===== src/rtl/rxf_pkg.sv =====
package rxf_pkg;
  typedef enum logic [1:0] {
    MODE_DUAL   = 2'd0,
    MODE_PACK16 = 2'd1,
    MODE_PACK8  = 2'd2,
    MODE_MONO   = 2'd3
  } rx_mode_e;
endpackage


===== src/rtl/rxf_store.sv =====
module rxf_store #(
  parameter int SW    = 32,
  parameter int DEPTH = 16,
  localparam int AW   = $clog2(DEPTH)
) (
  input  logic          clk_i,
  input  logic          rst_ni,
  input  logic [1:0]    push_n_i,
  input  logic [SW-1:0] wr_data_i,
  input  logic [1:0]    pop_n_i,
  output logic [SW-1:0] head_o,
  output logic [SW-1:0] next_o
);
  logic [SW-1:0] mem_q [DEPTH];
  logic [AW-1:0] wp_q, rp_q, wp1, rp1;

  function automatic logic [AW-1:0] wrap_add(logic [AW-1:0] p, logic [1:0] n);
    logic [AW:0] s;
    s = {1'b0, p} + (AW+1)'(n);
    if (s >= (AW+1)'(DEPTH)) s = s - (AW+1)'(DEPTH);
    return s[AW-1:0];
  endfunction

  assign wp1 = wrap_add(wp_q, 2'd1);
  assign rp1 = wrap_add(rp_q, 2'd1);

  always_ff @(posedge clk_i or negedge rst_ni) begin
    if (!rst_ni) begin
      wp_q <= '0;
      rp_q <= '0;
    end else begin
      wp_q <= wrap_add(wp_q, push_n_i);
      rp_q <= wrap_add(rp_q, pop_n_i);
    end
  end

  for (genvar i = 0; i < DEPTH; i++) begin : g_slot
    logic hit;
    assign hit = (push_n_i != 2'd0 && wp_q == AW'(i)) ||
                 (push_n_i == 2'd2 && wp1 == AW'(i));
    always_ff @(posedge clk_i) begin
      if (hit) mem_q[i] <= wr_data_i;
    end
  end

  assign head_o = mem_q[rp_q];
  assign next_o = mem_q[rp1];
endmodule


===== src/rtl/rxf_unpack.sv =====
module rxf_unpack
  import rxf_pkg::*;
#(
  parameter int SW    = 32,
  parameter int LW    = 5,
  localparam int HALF = SW / 2,
  localparam int QTR  = SW / 4
) (
  input  rx_mode_e      mode_i,
  input  logic [LW-1:0] level_i,
  input  logic [SW-1:0] head_i,
  input  logic [SW-1:0] next_i,
  input  logic          pop_i,
  output logic [SW-1:0] data_o,
  output logic [1:0]    pop_n_o
);
  logic [LW-1:0] need;
  logic          avail;

  assign need  = (mode_i == MODE_DUAL) ? LW'(1) : LW'(2);
  assign avail = level_i >= need;

  always_comb begin
    data_o = '0;
    if (avail) begin
      unique case (mode_i)
        MODE_DUAL:   data_o = head_i;
        MODE_PACK16: data_o = {next_i[HALF-1:0], head_i[HALF-1:0]};
        MODE_PACK8:  data_o = {{HALF{1'b0}}, next_i[QTR-1:0], head_i[QTR-1:0]};
        default:     data_o = head_i;
      endcase
    end
  end

  assign pop_n_o = (pop_i && avail) ? need[1:0] : 2'd0;
endmodule


===== src/rtl/rxf_svc.sv =====
module rxf_svc #(
  parameter int DEPTH = 16,
  parameter int LW    = 5
) (
  input  logic          clk_i,
  input  logic          rst_ni,
  input  logic          we_i,
  input  logic [LW-1:0] wdata_i,
  input  logic [LW-1:0] level_i,
  output logic [LW-1:0] limit_o,
  output logic          req_o
);
  localparam logic [LW-1:0] RST_LIM = LW'(DEPTH);
  logic [LW-1:1] lim_q;

  always_ff @(posedge clk_i or negedge rst_ni) begin
    if (!rst_ni)   lim_q <= RST_LIM[LW-1:1];
    else if (we_i) lim_q <= wdata_i[LW-1:1];
  end

  // bit 0 carries no meaning: compare as even, read back as 1
  assign req_o   = level_i > {lim_q, 1'b0};
  assign limit_o = {lim_q, 1'b1};
endmodule


===== src/rtl/rx_stereo_fifo.sv =====
module rx_stereo_fifo
  import rxf_pkg::*;
#(
  parameter int SW    = 32,
  parameter int DEPTH = 16,
  localparam int LW   = $clog2(DEPTH + 1)
) (
  input  logic          clk_i,
  input  logic          rst_ni,
  input  logic [1:0]    mode_i,
  input  logic          push_i,
  input  logic [SW-1:0] push_data_i,
  input  logic          pop_i,
  output logic [SW-1:0] rd_data_o,
  input  logic          limit_we_i,
  input  logic [LW-1:0] limit_wdata_i,
  output logic [LW-1:0] limit_o,
  output logic [LW-1:0] level_o,
  output logic          req_o,
  output logic          odd_o,
  output logic          overrun_o
);
  rx_mode_e      mode;
  logic [LW-1:0] lvl_q;
  logic          ovr_q;
  logic [1:0]    push_need, push_n, pop_n;
  logic          room;
  logic [SW-1:0] head, next;

  assign mode      = rx_mode_e'(mode_i);
  assign push_need = (mode == MODE_MONO) ? 2'd2 : 2'd1;
  // room judged on the pre-pop level
  assign room      = ((LW+1)'(DEPTH) - {1'b0, lvl_q}) >= (LW+1)'(push_need);
  assign push_n    = (push_i && room) ? push_need : 2'd0;

  always_ff @(posedge clk_i or negedge rst_ni) begin
    if (!rst_ni) begin
      lvl_q <= '0;
      ovr_q <= 1'b0;
    end else begin
      lvl_q <= LW'({1'b0, lvl_q} + (LW+1)'(push_n) - (LW+1)'(pop_n));
      if (push_i && !room) ovr_q <= 1'b1;
    end
  end

  rxf_store #(.SW(SW), .DEPTH(DEPTH)) u_store (
    .clk_i     (clk_i),
    .rst_ni    (rst_ni),
    .push_n_i  (push_n),
    .wr_data_i (push_data_i),
    .pop_n_i   (pop_n),
    .head_o    (head),
    .next_o    (next)
  );

  rxf_unpack #(.SW(SW), .LW(LW)) u_unpack (
    .mode_i  (mode),
    .level_i (lvl_q),
    .head_i  (head),
    .next_i  (next),
    .pop_i   (pop_i),
    .data_o  (rd_data_o),
    .pop_n_o (pop_n)
  );

  rxf_svc #(.DEPTH(DEPTH), .LW(LW)) u_svc (
    .clk_i   (clk_i),
    .rst_ni  (rst_ni),
    .we_i    (limit_we_i),
    .wdata_i (limit_wdata_i),
    .level_i (lvl_q),
    .limit_o (limit_o),
    .req_o   (req_o)
  );

  assign level_o   = lvl_q;
  assign odd_o     = lvl_q[0];
  assign overrun_o = ovr_q;
endmodule


===== config.mk =====
export PLATFORM = sky130hd
export DESIGN_NAME = rx_stereo_fifo
export DESIGN_NICKNAME = d
export VERILOG_FILES = /design/src/rtl/rxf_pkg.sv /design/src/rtl/rxf_store.sv /design/src/rtl/rxf_unpack.sv /design/src/rtl/rxf_svc.sv /design/src/rtl/rx_stereo_fifo.sv
export SDC_FILE = /design/constraint.sdc
export NUM_CORES = 1
export LEC_CHECK = 0
export ABC_CLOCK_PERIOD_IN_PS = 6190
export BUFFER_PORTS_ARGS = -buffer_cell sky130_fd_sc_hd__buf_2
export CORE_MARGIN = 4
export CORE_UTILIZATION = 30
export CTS_CLUSTER_SIZE = 20
export DETAILED_ROUTE_END_ITERATION = 12
export PLACE_DENSITY = 0.44
export SYNTH_ARGS = -nofsm -noshare
export SYNTH_HDL_FRONTEND = slang
export SYNTH_HIERARCHICAL = 1
export SYNTH_SLANG_ARGS = --single-unit

===== constraint.sdc =====
create_clock -name clk_i -period 6.19 [get_ports clk_i]
set_input_delay 0.3095 -clock clk_i [delete_from_list [all_inputs] [get_ports clk_i]]
set_output_delay 0.3095 -clock clk_i [all_outputs]
set_load 0.005 [all_outputs]

; ---- Word-level counts from Yosys, hierarchy flattened
; Memory sizes are Yosys's and may differ from the RTL's.
; Index checks and enable logic that the tools add are counted.
[totals]
regBits = 18
n_memories = 1
mem_bits_rw = 512
[op_classes]
magnitude_cmp = 7
n_eq_ne = 34
reduce_logical = 70
n_mux = 84
addsub = 11
[mem_list]
columns = memory, depth, word_bits, read_ports, rd_clocked_by_memory_dff, write_ports, line_no
row1 = u_store.mem_q, 16, 32, 2, 0, 2, rxf_store.sv:14  ; logic [SW-1:0] mem_q [DEPTH];
[op_table]
columns = cell, n
row1 = $mux W32, 15
row2 = $reduce_or A32 Y1, 14
row3 = $mux W4, 18
row4 = $eq A4 B4 Y1 const B, 16
row5 = $pmux W32 S2, 1
row6 = $mux W1, 46
row7 = $logic_and A1 B1 Y1, 35
row8 = $eq A4 B3 Y1 const B, 8
row9 = $ge A5 B5 Y1 const B, 4
row10 = $eq A4 B2 Y1 const B, 4
row11 = $logic_or A1 B1 Y1, 16
row12 = $sub A4 B1 Y4 const B, 4
row13 = $add A4 B1 Y5 const B, 2
row14 = $add A4 B2 Y5, 2
row15 = $eq A4 B1 Y1 const B, 2
row16 = $logic_not A4 Y1, 2
row17 = $mux W2, 4
row18 = $eq A2 B2 Y1 const B, 3
row19 = $ge A6 B2 Y1, 1
row20 = $sub A5 B5 Y6 const A, 1
row21 = $add A5 B2 Y5, 1
row22 = $ge A5 B5 Y1, 1
row23 = $gt A5 B5 Y1, 1
row24 = $sub A5 B2 Y5, 1
row25 = other kinds (4), 4

; ---- Logic depth before layout (Yosys ltp)
[depth]
word_depth = 18
depth_mapped = 15
mapped_depth_nobuf = 14

; ---- By module
; Netlist, hierarchy kept.
[by_module_without_submodules]
columns = module, instances, seq_area_each_um2, area_each_um2, cells_each
row1 = rxf_store, 1, 15574.9, 24424.7, 1305
row2 = rxf_unpack, 1, 0.0, 591.8, 99
row3 = rx_stereo_fifo, 1, 150.1, 528.0, 53
row4 = rxf_svc, 1, 101.3, 255.2, 27

; ---- Worst setup path before layout
; OpenSTA, ideal clock, no wires.
[synth_timing]
path_kind = flip-flop to flip-flop
from = register lvl_q[1] (netlist: level_o[1])
to = memory u_store.mem_q[9][0], enable pin
setup_time_ns = 0.461
arrival_time_ns = 4.436
period_less_slack_ns = 4.897
n_path_buf = 0
required_time_ns = 5.729
path_stages_with_launch = 11
path_slack_ns = 1.293
path_cell_list = dfrtp_1 inv_1 ha_1 ha_1 a211o_1 a21oi_2 nor3b_1 inv_1 o21ai_0 nand2_1 nor3_1
[synth_lines]
columns = item, line_no
row1 = "start, declared", rx_stereo_fifo.sv:24  ; logic [LW-1:0] lvl_q;
row2 = "start signal, assigned", rx_stereo_fifo.sv:41  ; lvl_q <= LW'({1'b0, lvl_q} + (LW+1)'(push_n) - (LW+1)'(pop_n));
row3 = "end, declared", rxf_store.sv:14

; ---- Final worst setup path
[layout_timing]
from = register u_store.rp_q[0]
to = output rd_data_o[18]
[layout_between]
word_cells_on_any_way = 7
cone_classes = add/sub (2) / order compare (1) / mux (3) / memory (1)
[layout_lines]
columns = item, line_no
row1 = "start, declared", rxf_store.sv:15  ; logic [AW-1:0] wp_q, rp_q, wp1, rp1;
row2 = "start signal, assigned", rxf_store.sv:33  ; rp_q <= wrap_add(rp_q, pop_n_i);
row3 = $mem_v2 Z16 W32, --
row4 = net head[18], rx_stereo_fifo.sv:28  ; logic [SW-1:0] head, next;
row5 = $pmux W32 S2, rxf_unpack.sv:26  ; unique case (mode_i)
row6 = $mux W32, rxf_unpack.sv:25  ; if (avail) begin
row7 = "end, declared", rx_stereo_fifo.sv:14  ; output logic [SW-1:0] rd_data_o,
; The timed path passes the listed nets, and every way through them passes these cells.

==> out/summary.txt <==
Antenna violation net count after detailed routing = 0
Reg area = 0.0158 mm2
Most common library cell in the layout ignoring fill and taps = edfxtp_1
Crit start category = flip-flop
Crit Path Category = flip-flop to output pin
Vias in the first global route = 13,700
Initial antenna violation count = 6
CTS Hold Buffers Added = 13
Switching Share = 37.5%
Crit-path max FO = 115
Quantity of gates resized following cts = 0
Internal power = 8.74 mW
Final hold vios = 0
Die Y = 290 um
Max Clk Rate = 202 MHz
Fill count = 7,523
HPWL after DPL = 39,300 um
Worst reg-to-reg setup slack = 1870 ps
Core area = 0.0789 mm2
CP Capture Type = output pin
Die area = 0.0841 mm2
Combinational Power Share = 42.2%
Buffers added on ports = 86
Max-cap viol count = 0
Pre-antenna DRT Iters = 5
Syn avg cell area = 17.7 um2
Total clock sinks = 530
Fin crit share = 80.0%
Slew @ Worst Pin = 1170 ps
CP arrival = 4640 ps
# DRC = 0
Synth Instances = 1,347
TritonCTS Buffers = 60
Total number of vias = 13,100
Max-slew headroom = 21.9%
Tightest Hold Check Type = primary input to flip-flop
Area of placed instances = 0.0253 mm2
Multi-input gate area = 0.00724 mm2
Largest stage delay, worst path = 730 ps
Slew Limit Fails = 0
Vias/cell = 5.18
Syn nets = 1,419
Clk_lat worst skew = 620 ps
Starting Density = 30.2%
Root Buffer Master = clkbuf_16
Leak = 9.19 nW
Fin crit period = 4950 ps
Final TNS setup = 0 ps
Wire per inst = 26.8 um
Worst-path clk slew = 60 ps
First-pass GRT wire length = 97,800 um
Placer Congestion = 0.739
H-tree Lvls = 2
Worst Skew = 12.7 ps
Yosys Warn Count = 6
Largest net degree at the start of global routing = 116
Final wirelength = 68,000 um
Critical-path cell list = buf_12, buf_4, mux4_2, a22oi_1, nand2_1, nor2b_1, a21oi_1, nor2_1, buf_2
Fin nets = 1,515
Data required time of the worst path = 5880 ps
Worst IR Drop VDD = 0.000346 V
Clk pwr share = 23.9%
Most frequent cells in the layout = edfxtp_1, mux2i_1, mux4_2, buf_2, clkbuf_16
Crit-path slowest cell = dfrtp_4
Post-route cell area = 0.0273 mm2
Drt initial violations = 1,036
Synthesized area = 0.0239 mm2
Seq pwr share = 33.9%
Share of cells above drive strength 1 = 24.1%
Final setup violation count = 0
P_sw = 5.23 mW
CTS tree = built
Total global-route track usage = 15.8%
RSZ-0062 raised after global routing = false
Pwr dens = 512 mW/mm2
Core Rows = 103
Die width = 290 um
Clock Path Buffers = 3
Grt ovf = 0
Area Overhead vs Synth = 14.4%
I/O Pins = 89
Post-CTS Setup Inserts = 0
Status = completed
==> sequential cells by signal, summed over array words and instances (netlist names) <==
signal	flops
u_svc/lim_q	4
u_store/wp_q	4
overrun_o	1
u_store/rp_q	4
u_store/mem_q	512
level_o	5
==> through the flow <==
stage,std cells,power [mW],utilization (%),hold slack [ps],setup slack (ps)
4_1_cts,2537,14.2,34.6,29.1,1170
6_report,2539,14.0,34.6,68.4,1240
2_1_floorplan,1347,8.87,-,13.9,1290
3_5_place_dp,2418,10.8,32.1,299,1800
3_3_place_gp,2418,10.8,32.1,299,1810
5_1_grt,2537,14.7,34.6,52.3,989
==> critical path: cells and delay by family, from the launching register on <==
kind / cells / cell delay, ps
buf+inv: 3 / 1420
compound gates: 2 / 600
mux: 1 / 580
flops: 1 / 730
simple gates: 3 / 380
==> path summary, 6_finish.rpt <==
check,from,end,depth (start not counted)
min,push_data_i[27],u_store/mem_q[4][27],1
min reg2reg,overrun_o,overrun_o,1
max reg2reg,level_o[0],u_store/mem_q[5][12],11
min in group asynchronous,rst_ni,overrun_o,2
max in group asynchronous,rst_ni,u_store/rp_q[1],2
max,u_store/rp_q[0],rd_data_o[18],9
==> layout make-up <==
class	count	area share [%]
antenna	2	0.0183
timing repair buffer	133	3.13
clock buffer	76	5.80
clock inverter	30	0.876
multi-input combinational	660	26.5
tap	1050	4.81
sequential	530	58.0
inverter	58	0.798
==> power groups by stage <==
stage | clock network [mW] | registers, mW | logic (mW)
6_report | 3.34 | 4.74 | 5.90
2_1_floorplan | 0 | 4.57 | 4.29
5_1_grt | 3.59 | 4.78 | 6.36
3_3_place_gp | 0 | 4.79 | 5.97
4_1_cts | 3.44 | 4.74 | 6.01
3_5_place_dp | 0 | 4.81 | 5.98
==> layer usage <==
layer  up-vias  track usage, %  part of all wire (%)
li1       5696               -                     -
met1      7036            21.3                    44
met2       312            26.7                    49
met3        94            2.41                   4.6
met4         2            4.09                   2.1
met5         -               0                 0.019
Power figures use the tool's default switching activity.
